--- src/rtl/spare_pkg.sv ---
package spare_pkg;
  typedef enum logic [1:0] {
    ST_NORM = 2'd0,
    ST_RD   = 2'd1,
    ST_WR   = 2'd2,
    ST_HALT = 2'd3
  } ctrl_st_e;
endpackage

--- src/rtl/spare_bank_mem.sv ---
module spare_bank_mem #(
  parameter int AW = 3,
  parameter int DW = 8
) (
  input  logic          clk_i,
  input  logic          en_i,
  input  logic          we_i,
  input  logic [AW-1:0] addr_i,
  input  logic [DW-1:0] wdata_i,
  output logic [DW-1:0] rdata_o
);
  localparam int DEPTH = 1 << AW;
  logic [DW-1:0] mem_q [DEPTH];

  always_ff @(posedge clk_i) begin
    if (en_i) begin
      if (we_i) mem_q[addr_i] <= wdata_i;
      else      rdata_o       <= mem_q[addr_i];
    end
  end
endmodule

--- src/rtl/spare_err_cnt.sv ---
module spare_err_cnt #(
  parameter int THRESH = 3
) (
  input  logic clk_i,
  input  logic rst_ni,
  input  logic inc_i,
  output logic over_o
);
  localparam int CW = $clog2(THRESH + 2);
  logic [CW-1:0] cnt_q;

  always_ff @(posedge clk_i or negedge rst_ni) begin
    if (!rst_ni)                   cnt_q <= '0;
    else if (inc_i && cnt_q != '1) cnt_q <= cnt_q + 1'b1;
  end

  assign over_o = cnt_q > CW'(THRESH);
endmodule

--- src/rtl/spare_blink.sv ---
module spare_blink #(
  parameter int DIV = 4
) (
  input  logic clk_i,
  input  logic rst_ni,
  output logic tgl_o
);
  localparam int CW = $clog2(DIV + 1);
  logic [CW-1:0] cnt_q;

  always_ff @(posedge clk_i or negedge rst_ni) begin
    if (!rst_ni) begin
      cnt_q <= '0;
      tgl_o <= 1'b1;
    end else if (cnt_q == CW'(DIV - 1)) begin
      cnt_q <= '0;
      tgl_o <= ~tgl_o;
    end else begin
      cnt_q <= cnt_q + 1'b1;
    end
  end
endmodule

--- src/rtl/bank_spare_ctrl.sv ---
module bank_spare_ctrl
  import spare_pkg::*;
#(
  parameter int AW        = 3,
  parameter int DW        = 8,
  parameter int THRESH    = 3,
  parameter int BLINK_DIV = 4
) (
  input  logic          clk_i,
  input  logic          rst_ni,
  input  logic [2:0]    inst_i,
  input  logic          mirror_i,
  input  logic [1:0]    ce_i,
  input  logic          ue_i,
  input  logic          req_i,
  input  logic          we_i,
  input  logic [AW:0]   addr_i,
  input  logic [DW-1:0] wdata_i,
  output logic          ready_o,
  output logic          rvalid_o,
  output logic [DW-1:0] rdata_o,
  output logic          spare_avail_o,
  output logic [AW+1:0] cap_o,
  output logic          remap_o,
  output logic          failed_bank_o,
  output logic [1:0]    bank_off_o,
  output logic          log_valid_o,
  output logic          log_bank_o,
  output logic          log_done_o,
  output logic          log_nospare_o,
  output logic          led_o,
  output logic          fatal_o
);
  localparam int NB    = 3;
  localparam int SPARE = NB - 1;
  localparam int DEPTH = 1 << AW;

  ctrl_st_e      st_q;
  logic          fatal_q, remap_q, fb_q, cp_bank_q;
  logic [AW-1:0] idx_q;
  logic [1:0]    handled_q, over, pend;
  logic          sel;
  logic          lg_v_q, lg_b_q, lg_d_q, lg_n_q;
  logic          rvalid_q;
  logic [1:0]    rsel_q;
  logic          host_go, lb, tgl;
  logic [AW-1:0] la;
  logic [1:0]    hp, nact;

  logic [NB-1:0]         m_en, m_we;
  logic [NB-1:0][AW-1:0] m_addr;
  logic [NB-1:0][DW-1:0] m_wd, m_rd;

  // banks
  for (genvar g = 0; g < NB; g++) begin : g_bank
    spare_bank_mem #(.AW(AW), .DW(DW)) u_mem (
      .clk_i  (clk_i),
      .en_i   (m_en[g]),
      .we_i   (m_we[g]),
      .addr_i (m_addr[g]),
      .wdata_i(m_wd[g]),
      .rdata_o(m_rd[g])
    );
  end

  // per-bank correctable error counters
  for (genvar g = 0; g < 2; g++) begin : g_cnt
    spare_err_cnt #(.THRESH(THRESH)) u_cnt (
      .clk_i (clk_i),
      .rst_ni(rst_ni),
      .inc_i (ce_i[g] & ~fatal_q),
      .over_o(over[g])
    );
  end

  spare_blink #(.DIV(BLINK_DIV)) u_blink (
    .clk_i (clk_i),
    .rst_ni(rst_ni),
    .tgl_o (tgl)
  );

  assign spare_avail_o = inst_i[0] & inst_i[2] & ~mirror_i;
  assign nact          = {1'b0, inst_i[0]} + {1'b0, inst_i[1]};
  assign cap_o         = {nact, {AW{1'b0}}};

  assign ready_o = (st_q == ST_NORM);
  assign host_go = req_i & ready_o;
  assign lb      = addr_i[AW];
  assign la      = addr_i[AW-1:0];
  assign hp      = (remap_q && lb == fb_q) ? 2'(SPARE) : {1'b0, lb};
  assign pend    = over & ~handled_q;
  assign sel     = ~pend[0];  // bank 0 wins a tie

  always_comb begin
    m_en   = '0;
    m_we   = '0;
    m_addr = '0;
    m_wd   = '0;
    unique case (st_q)
      ST_NORM: if (host_go) begin
        m_en[hp]   = 1'b1;
        m_we[hp]   = we_i;
        m_addr[hp] = la;
        m_wd[hp]   = wdata_i;
      end
      ST_RD: begin
        m_en[cp_bank_q]   = 1'b1;
        m_addr[cp_bank_q] = idx_q;
      end
      ST_WR: begin
        m_en[SPARE]   = 1'b1;
        m_we[SPARE]   = 1'b1;
        m_addr[SPARE] = idx_q;
        m_wd[SPARE]   = m_rd[cp_bank_q];
      end
      default: ;
    endcase
  end

  always_ff @(posedge clk_i or negedge rst_ni) begin
    if (!rst_ni) begin
      rvalid_q <= 1'b0;
      rsel_q   <= '0;
    end else begin
      rvalid_q <= host_go & ~we_i;
      if (host_go && !we_i) rsel_q <= hp;
    end
  end

  always_comb begin
    unique case (rsel_q)
      2'd0:    rdata_o = m_rd[0];
      2'd1:    rdata_o = m_rd[1];
      default: rdata_o = m_rd[SPARE];
    endcase
  end

  always_ff @(posedge clk_i or negedge rst_ni) begin
    if (!rst_ni) begin
      st_q      <= ST_NORM;
      fatal_q   <= 1'b0;
      remap_q   <= 1'b0;
      fb_q      <= 1'b0;
      cp_bank_q <= 1'b0;
      idx_q     <= '0;
      handled_q <= '0;
      lg_v_q    <= 1'b0;
      lg_b_q    <= 1'b0;
      lg_d_q    <= 1'b0;
      lg_n_q    <= 1'b0;
    end else if (ue_i) begin
      fatal_q <= 1'b1;
      st_q    <= ST_HALT;
    end else begin
      unique case (st_q)
        ST_NORM: if (|pend) begin
          if (remap_q) begin
            handled_q[sel] <= 1'b1;
            lg_v_q <= 1'b1;
            lg_b_q <= sel;
            lg_d_q <= 1'b0;
            lg_n_q <= 1'b1;
          end else if (spare_avail_o) begin
            handled_q[sel] <= 1'b1;
            cp_bank_q      <= sel;
            idx_q          <= '0;
            st_q           <= ST_RD;
          end
        end
        ST_RD: st_q <= ST_WR;
        ST_WR: begin
          if (idx_q == AW'(DEPTH - 1)) begin
            remap_q <= 1'b1;
            fb_q    <= cp_bank_q;
            lg_v_q  <= 1'b1;
            lg_b_q  <= cp_bank_q;
            lg_d_q  <= 1'b1;
            lg_n_q  <= 1'b0;
            st_q    <= ST_NORM;
          end else begin
            idx_q <= idx_q + 1'b1;
            st_q  <= ST_RD;
          end
        end
        default: ;
      endcase
    end
  end

  assign rvalid_o      = rvalid_q;
  assign remap_o       = remap_q;
  assign failed_bank_o = fb_q;
  assign bank_off_o    = remap_q ? (fb_q ? 2'b10 : 2'b01) : 2'b00;
  assign log_valid_o   = lg_v_q;
  assign log_bank_o    = lg_b_q;
  assign log_done_o    = lg_d_q;
  assign log_nospare_o = lg_n_q;
  assign led_o         = remap_q ? tgl : 1'b1;
  assign fatal_o       = fatal_q;
endmodule

--- config.mk ---
export PLATFORM = sky130hd
export DESIGN_NAME = bank_spare_ctrl
export DESIGN_NICKNAME = d
export VERILOG_FILES = /design/src/rtl/spare_pkg.sv /design/src/rtl/spare_bank_mem.sv /design/src/rtl/spare_err_cnt.sv /design/src/rtl/spare_blink.sv /design/src/rtl/bank_spare_ctrl.sv
export SDC_FILE = /design/constraint.sdc
export NUM_CORES = 1
export LEC_CHECK = 0
export BUFFER_PORTS_ARGS = -buffer_cell sky130_fd_sc_hd__buf_2
export CORE_AREA = 2 2 165 167
export CTS_CLUSTER_DIAMETER = 40
export DETAILED_ROUTE_END_ITERATION = 6
export DIE_AREA = 0 0 167 169
export GPL_TIMING_DRIVEN = 0
export SKIP_LAST_GASP = 1
export SYNTH_ARGS = -nofsm -noshare
export SYNTH_HDL_FRONTEND = slang
export SYNTH_HIERARCHICAL = 1
export SYNTH_SLANG_ARGS = --single-unit
--- constraint.sdc ---
create_clock -name clk_i -period 6.1 [get_ports clk_i]
set_input_delay 0 -clock clk_i [delete_from_list [all_inputs] [get_ports clk_i]]
set_output_delay 0 -clock clk_i [all_outputs]
set_load 0.005 [all_outputs]
==> impl_metrics.sql <==
INSERT INTO impl_metrics (metric_group, metric, value, unit) VALUES
('clocking', 'ctsRootBufferMaster', 'sky130_fd_sc_hd__clkbuf_16', ''),
('route', 'routed_wire_length', '21400', 'um'),
('place', 'place_worst_setup_slack', '2290', 'ps'),
('die', 'row_count', '60', ''),
('run_status', 'status', 'complete, no violations', ''),
('route', 'via_per_inst', '5.22', ''),
('route', 'antenna_violating_nets_post_route', '0', ''),
('route', 'firstDrtPassIters', '5', ''),
('sta', 'final.min_clock_period', '3620', 'ps'),
('final_layout', 'stdcell_area', '12300', 'sq um'),
('sta', 'final-setup-viol-count', '0', ''),
('route', 'routed_length_per_instance', '20.3', 'um'),
('logic_synthesis', 'yosys_register_bits', '244', ''),
('setup_path', 'worst-setup-path-type', 'reg2reg', ''),
('sta', 'finalClockSkew', '22.8', 'ps'),
('die', 'initial_core_util', '39.5', '%'),
('power_and_ir_drop', 'worst_ir_drop_vdd', '0.208', 'mV'),
('sta', 'slew_headroom', '33.1', '%'),
('logic_synthesis', 'syn-mean-instance-area', '17.5', 'sq um'),
('power_and_ir_drop', 'p_per_area', '291', 'nW/um^2'),
('sta', 'fmaxAchievable', '276', 'MHz'),
('final_layout', 'num_antenna_cells', '0', ''),
('clocking', 'cts_tree', 'done', ''),
('setup_path', 'critical_path_buf_inv_count', '4', ''),
('place', 'dpl.hpwl', '14700', 'um'),
('global_routing', 'groute.usage.overall', '15.4', '%'),
('final_layout', 'stdcell_count', '1056', ''),
('clocking', 'ctsLongestPathBuffers', '3', ''),
('logic_synthesis', 'syn_area', '10500', 'sq um'),
('clocking', 'clock_insertion_delay_worst_skew', '550', 'ps'),
('die', 'boundaryPins', '49', ''),
('die', 'floorplan.core_area', '26500', 'sq um'),
('place', 'detailed_place.area', '11100', 'sq um'),
('logic_synthesis', 'async_flop_share', '11.5', '%'),
('clocking', 'clock_sinks', '244', ''),
('clocking', 'clock_pin_slew_of_the_registers_on_the_worst_case_setup_and_hold_paths', '60', 'ps'),
('route', 'initialDrtViolationCount', '440', ''),
('logic_synthesis', 'synth_enable_flop_cells', '216', ''),
('setup_path', 'critical-path-slowest-cell', 'sky130_fd_sc_hd__nor2_1', ''),
('global_routing', 'antenna_found_initial', '0', ''),
('logic_synthesis', 'ys_warn_count', '6', ''),
('place', 'gp_congestion', '0.750', ''),
('logic_synthesis', 'synth_sequential_area_ratio', '68.7', '%'),
('route', 'post-route-drc-count', '0', ''),
('setup_path', 'worstPathRequired', '6270', 'ps'),
('logic_synthesis', 'ys_types', '54', ''),
('logic_synthesis', 'post_synth_inst_count', '596', ''),
('sta', 'tns', '0', 'ps'),
('sta', 'worst-slew-pin-transition', '1000', 'ps'),
('logic_synthesis', 'dominantRegCellSynth', 'sky130_fd_sc_hd__edfxtp_1', ''),
('power_and_ir_drop', 'totalPowerFinal', '3.58', 'mW'),
('min_path', 'hp-class', 'in2reg', ''),
('final_layout', 'final_layout_size_suffix_gt1_share', '23.5', '%'),
('clocking', 'htree_num_levels', '1', ''),
('final_layout', 'syn_to_final_growth', '17.6', '%'),
('sta', 'final_min_period_over_clock_period', '59.3', '%'),
('clocking', 'post_cts_resize_count', '0', ''),
('die', 'design.die.area', '28200', 'sq um'),
('global_routing', 'grt_first_pass_wirelength', '33200', 'um'),
('run', 'total_of_max_cap_violations', '0', ''),
('setup_path', 'crit_fanout', '10', ''),
('setup_path', 'critical_path.endpoint_type', 'flip-flop', ''),
('die', 'floorplan.die.width', '167', 'um'),
('place', 'dp_cells', '984', ''),
('setup_path', 'timing.critical_path.cells', 'inv_1 -> ha_1 -> buf_4 -> nand2_2 -> nor2_1 -> a32o_1 -> clkbuf_1 -> clkbuf_1 -> nand2_1 -> nor2_1', ''),
('global_routing', 'first_global_vias', '5673', ''),
('power_and_ir_drop', 'cellLeakagePower', '3.51', 'nW'),
('die', 'floorplan.die.height', '169', 'um'),
('sta', 'minimum_setup_slack_in_the_final_design', '2480', 'ps'),
('route', 'route.vias.total', '5508', ''),
('setup_path', 'cp_slowest_stage_delay', '750', 'ps'),
('global_routing', 'pin_count_of_the_biggest_net_entering_global_routing', '29', ''),
('sta', 'report.final.hold_viol_count', '0', ''),
('setup_path', 'worst_setup_path_start_kind', 'flip-flop', ''),
('sta', 'timing_max_transition_violations_final', '0', ''),
('clocking', 'numCtsBuffers', '31', ''),
('setup_path', 'timing.critical_path.max_delay_family', 'simple AND/OR/NAND/NOR gates', ''),
('setup_path', 'worst-endpoint-arrival', '3790', 'ps'),
('final_layout', 'layout_nets', '727', ''),
('sta', 'rsz0062_at_grt', 'no', ''),
('global_routing', 'globalRoute.totalOverflow', '0', ''),
('place', 'port_buffers', '44', '');
==> synthesized netlist by cell type (8+ instances only) <==
cell                        instances  share of area (%)
sky130_fd_sc_hd__edfxtp_1         216                 62
sky130_fd_sc_hd__mux4_1            30                7.5
sky130_fd_sc_hd__nor2_1            30                1.1
sky130_fd_sc_hd__dfrtp_1           27                6.5
sky130_fd_sc_hd__mux2i_1           27                2.6
sky130_fd_sc_hd__nand2_1           27               0.97
sky130_fd_sc_hd__o21ai_0           22                1.1
sky130_fd_sc_hd__mux2_2            21                2.3
sky130_fd_sc_hd__and2_1            19                1.1
sky130_fd_sc_hd__clkbuf_1          14               0.50
sky130_fd_sc_hd__ha_1              13                1.6
sky130_fd_sc_hd__inv_1             12               0.43
sky130_fd_sc_hd__mux4_2            12                2.6
sky130_fd_sc_hd__buf_2             11               0.53
sky130_fd_sc_hd__nand2b_1          10               0.60
sky130_fd_sc_hd__o2bb2ai_1          9               0.75
sky130_fd_sc_hd__nor2b_1            8               0.48
==> cells in the final DEF (no fill, tap or decap), drive strengths merged, types with 9 or more instances in the layout <==
master	Yosys	final
dlygate4sd3	0	15
mux2	26	26
mux4	42	42
clkinv	0	14
and2	19	19
dfrtp	27	27
o21ai	23	23
edfxtp	216	216
clkbuf	15	48
nand2b	11	11
buf	21	66
nand2	28	28
mux2i	27	27
o2bb2ai	9	9
nor2	30	30
nor2b	10	10
inv	12	16
ha	13	13
==> power by group <==
group	total (mW)	switching, mW	internal (mW)
clock network	1.73	0.674	1.06
logic	0.0450	0.0232	0.0219
registers	1.80	0.00453	1.80
==> area by class of cell <==
cell class | instances | area, sq um
Buffer | 36 | 236
Clock buffer | 33 | 783
Clock inverter | 24 | 215
Fill cell | 2271 | 14200
Inverter | 12 | 45.0
Multi-Input combinational cell | 306 | 3020
Sequential cell | 244 | 7190
Tap cell | 341 | 427
Timing Repair Buffer | 60 | 378
==> per-stage QoR <==
step           hold slack (ps)  utilization (%)
4_1_cts                   2.07             46.4
2_1_floorplan             -296                -
5_1_grt                   19.8             46.4
6_report                  10.0             46.4
3_5_place_dp              54.1             42.0
3_3_place_gp              46.1             41.9
==> state kept, by name (all words and copies together) (netlist names) <==
register and count:
g_bank.u_mem/mem_q 192, g_bank.u_mem/rdata_o 24, g_cnt.u_cnt/cnt_q 6, idx_q 3
u_blink/cnt_q 3, handled_q 2, rsel_q 2, st_q 2
cp_bank_q 1, failed_bank_o 1, fatal_o 1, log_bank_o 1
log_done_o 1, log_nospare_o 1, log_valid_o 1, remap_o 1
rvalid_o 1, u_blink/tgl_o 1
==> cells by family (layout without fill, tap and decap cells) <==
| kind of cell | Yosys count | in the layout | share of synthesized area [%] |
|---|---|---|---|
| muxes | 95 | 95 | 15.7 |
| AOI/OAI and AO/OA | 70 | 70 | 4.86 |
| adders and majority gates | 13 | 13 | 1.56 |
| DFF | 244 | 244 | 68.7 |
| buffers and inverters | 48 | 165 | 2.69 |
| other | 1 | 3 | 0.0359 |
| and+or+nand+nor | 121 | 121 | 6.10 |
| xor gates and xnor gates | 4 | 4 | 0.335 |
==> timing repair <==
item / CTS / global route
hold buffers: 15 / 0
endpoints found under the hold margin: 113 / 0
setup buffers: 0 / 0
==> worst reg2reg max path, stage by stage (launching register included) <==
cell                       delay [ps]
sky130_fd_sc_hd__dfrtp_1          400
sky130_fd_sc_hd__inv_1             90
sky130_fd_sc_hd__ha_1             170
sky130_fd_sc_hd__buf_4            170
sky130_fd_sc_hd__nand2_2          130
sky130_fd_sc_hd__nor2_1           300
sky130_fd_sc_hd__a32o_1           220
sky130_fd_sc_hd__clkbuf_1         300
sky130_fd_sc_hd__clkbuf_1         560
sky130_fd_sc_hd__nand2_1          160
sky130_fd_sc_hd__nor2_1           750
==> worst paths after layout <==
kind                                            start                               endpoint  slack [ps]  depth (start not counted)
min in group asynchronous                      rst_ni    g_cnt[1].u_cnt/cnt_q[0]$_DFFE_PN0P_          30                          2
hold reg to reg            u_blink/cnt_q[0]$_DFF_PN0_             u_blink/cnt_q[0]$_DFF_PN0_         460                          1
hold / removal                             wdata_i[4]  g_bank[1].u_mem/mem_q[0][4]$_DFFE_PP_          10                          2
max in group asynchronous                      rst_ni                  rsel_q[1]$_DFFE_PN0P_        5650                          2
setup / recovery                  st_q[0]$_DFFE_PN0P_  g_bank[1].u_mem/mem_q[3][7]$_DFFE_PP_        2480                         10
setup reg to reg                  st_q[0]$_DFFE_PN0P_  g_bank[1].u_mem/mem_q[3][7]$_DFFE_PP_        2480                         10
==> layer usage <==
layer  vias up  part of all wire [%]  GRT usage (%)
met5         -                     0              0
met4         0                   2.0           3.94
met3        27                   5.2           2.55
met2       147                    48           25.7
met1      2797                    45           21.1
li1       2537                     -              -
Power figures use the tool's default switching activity.
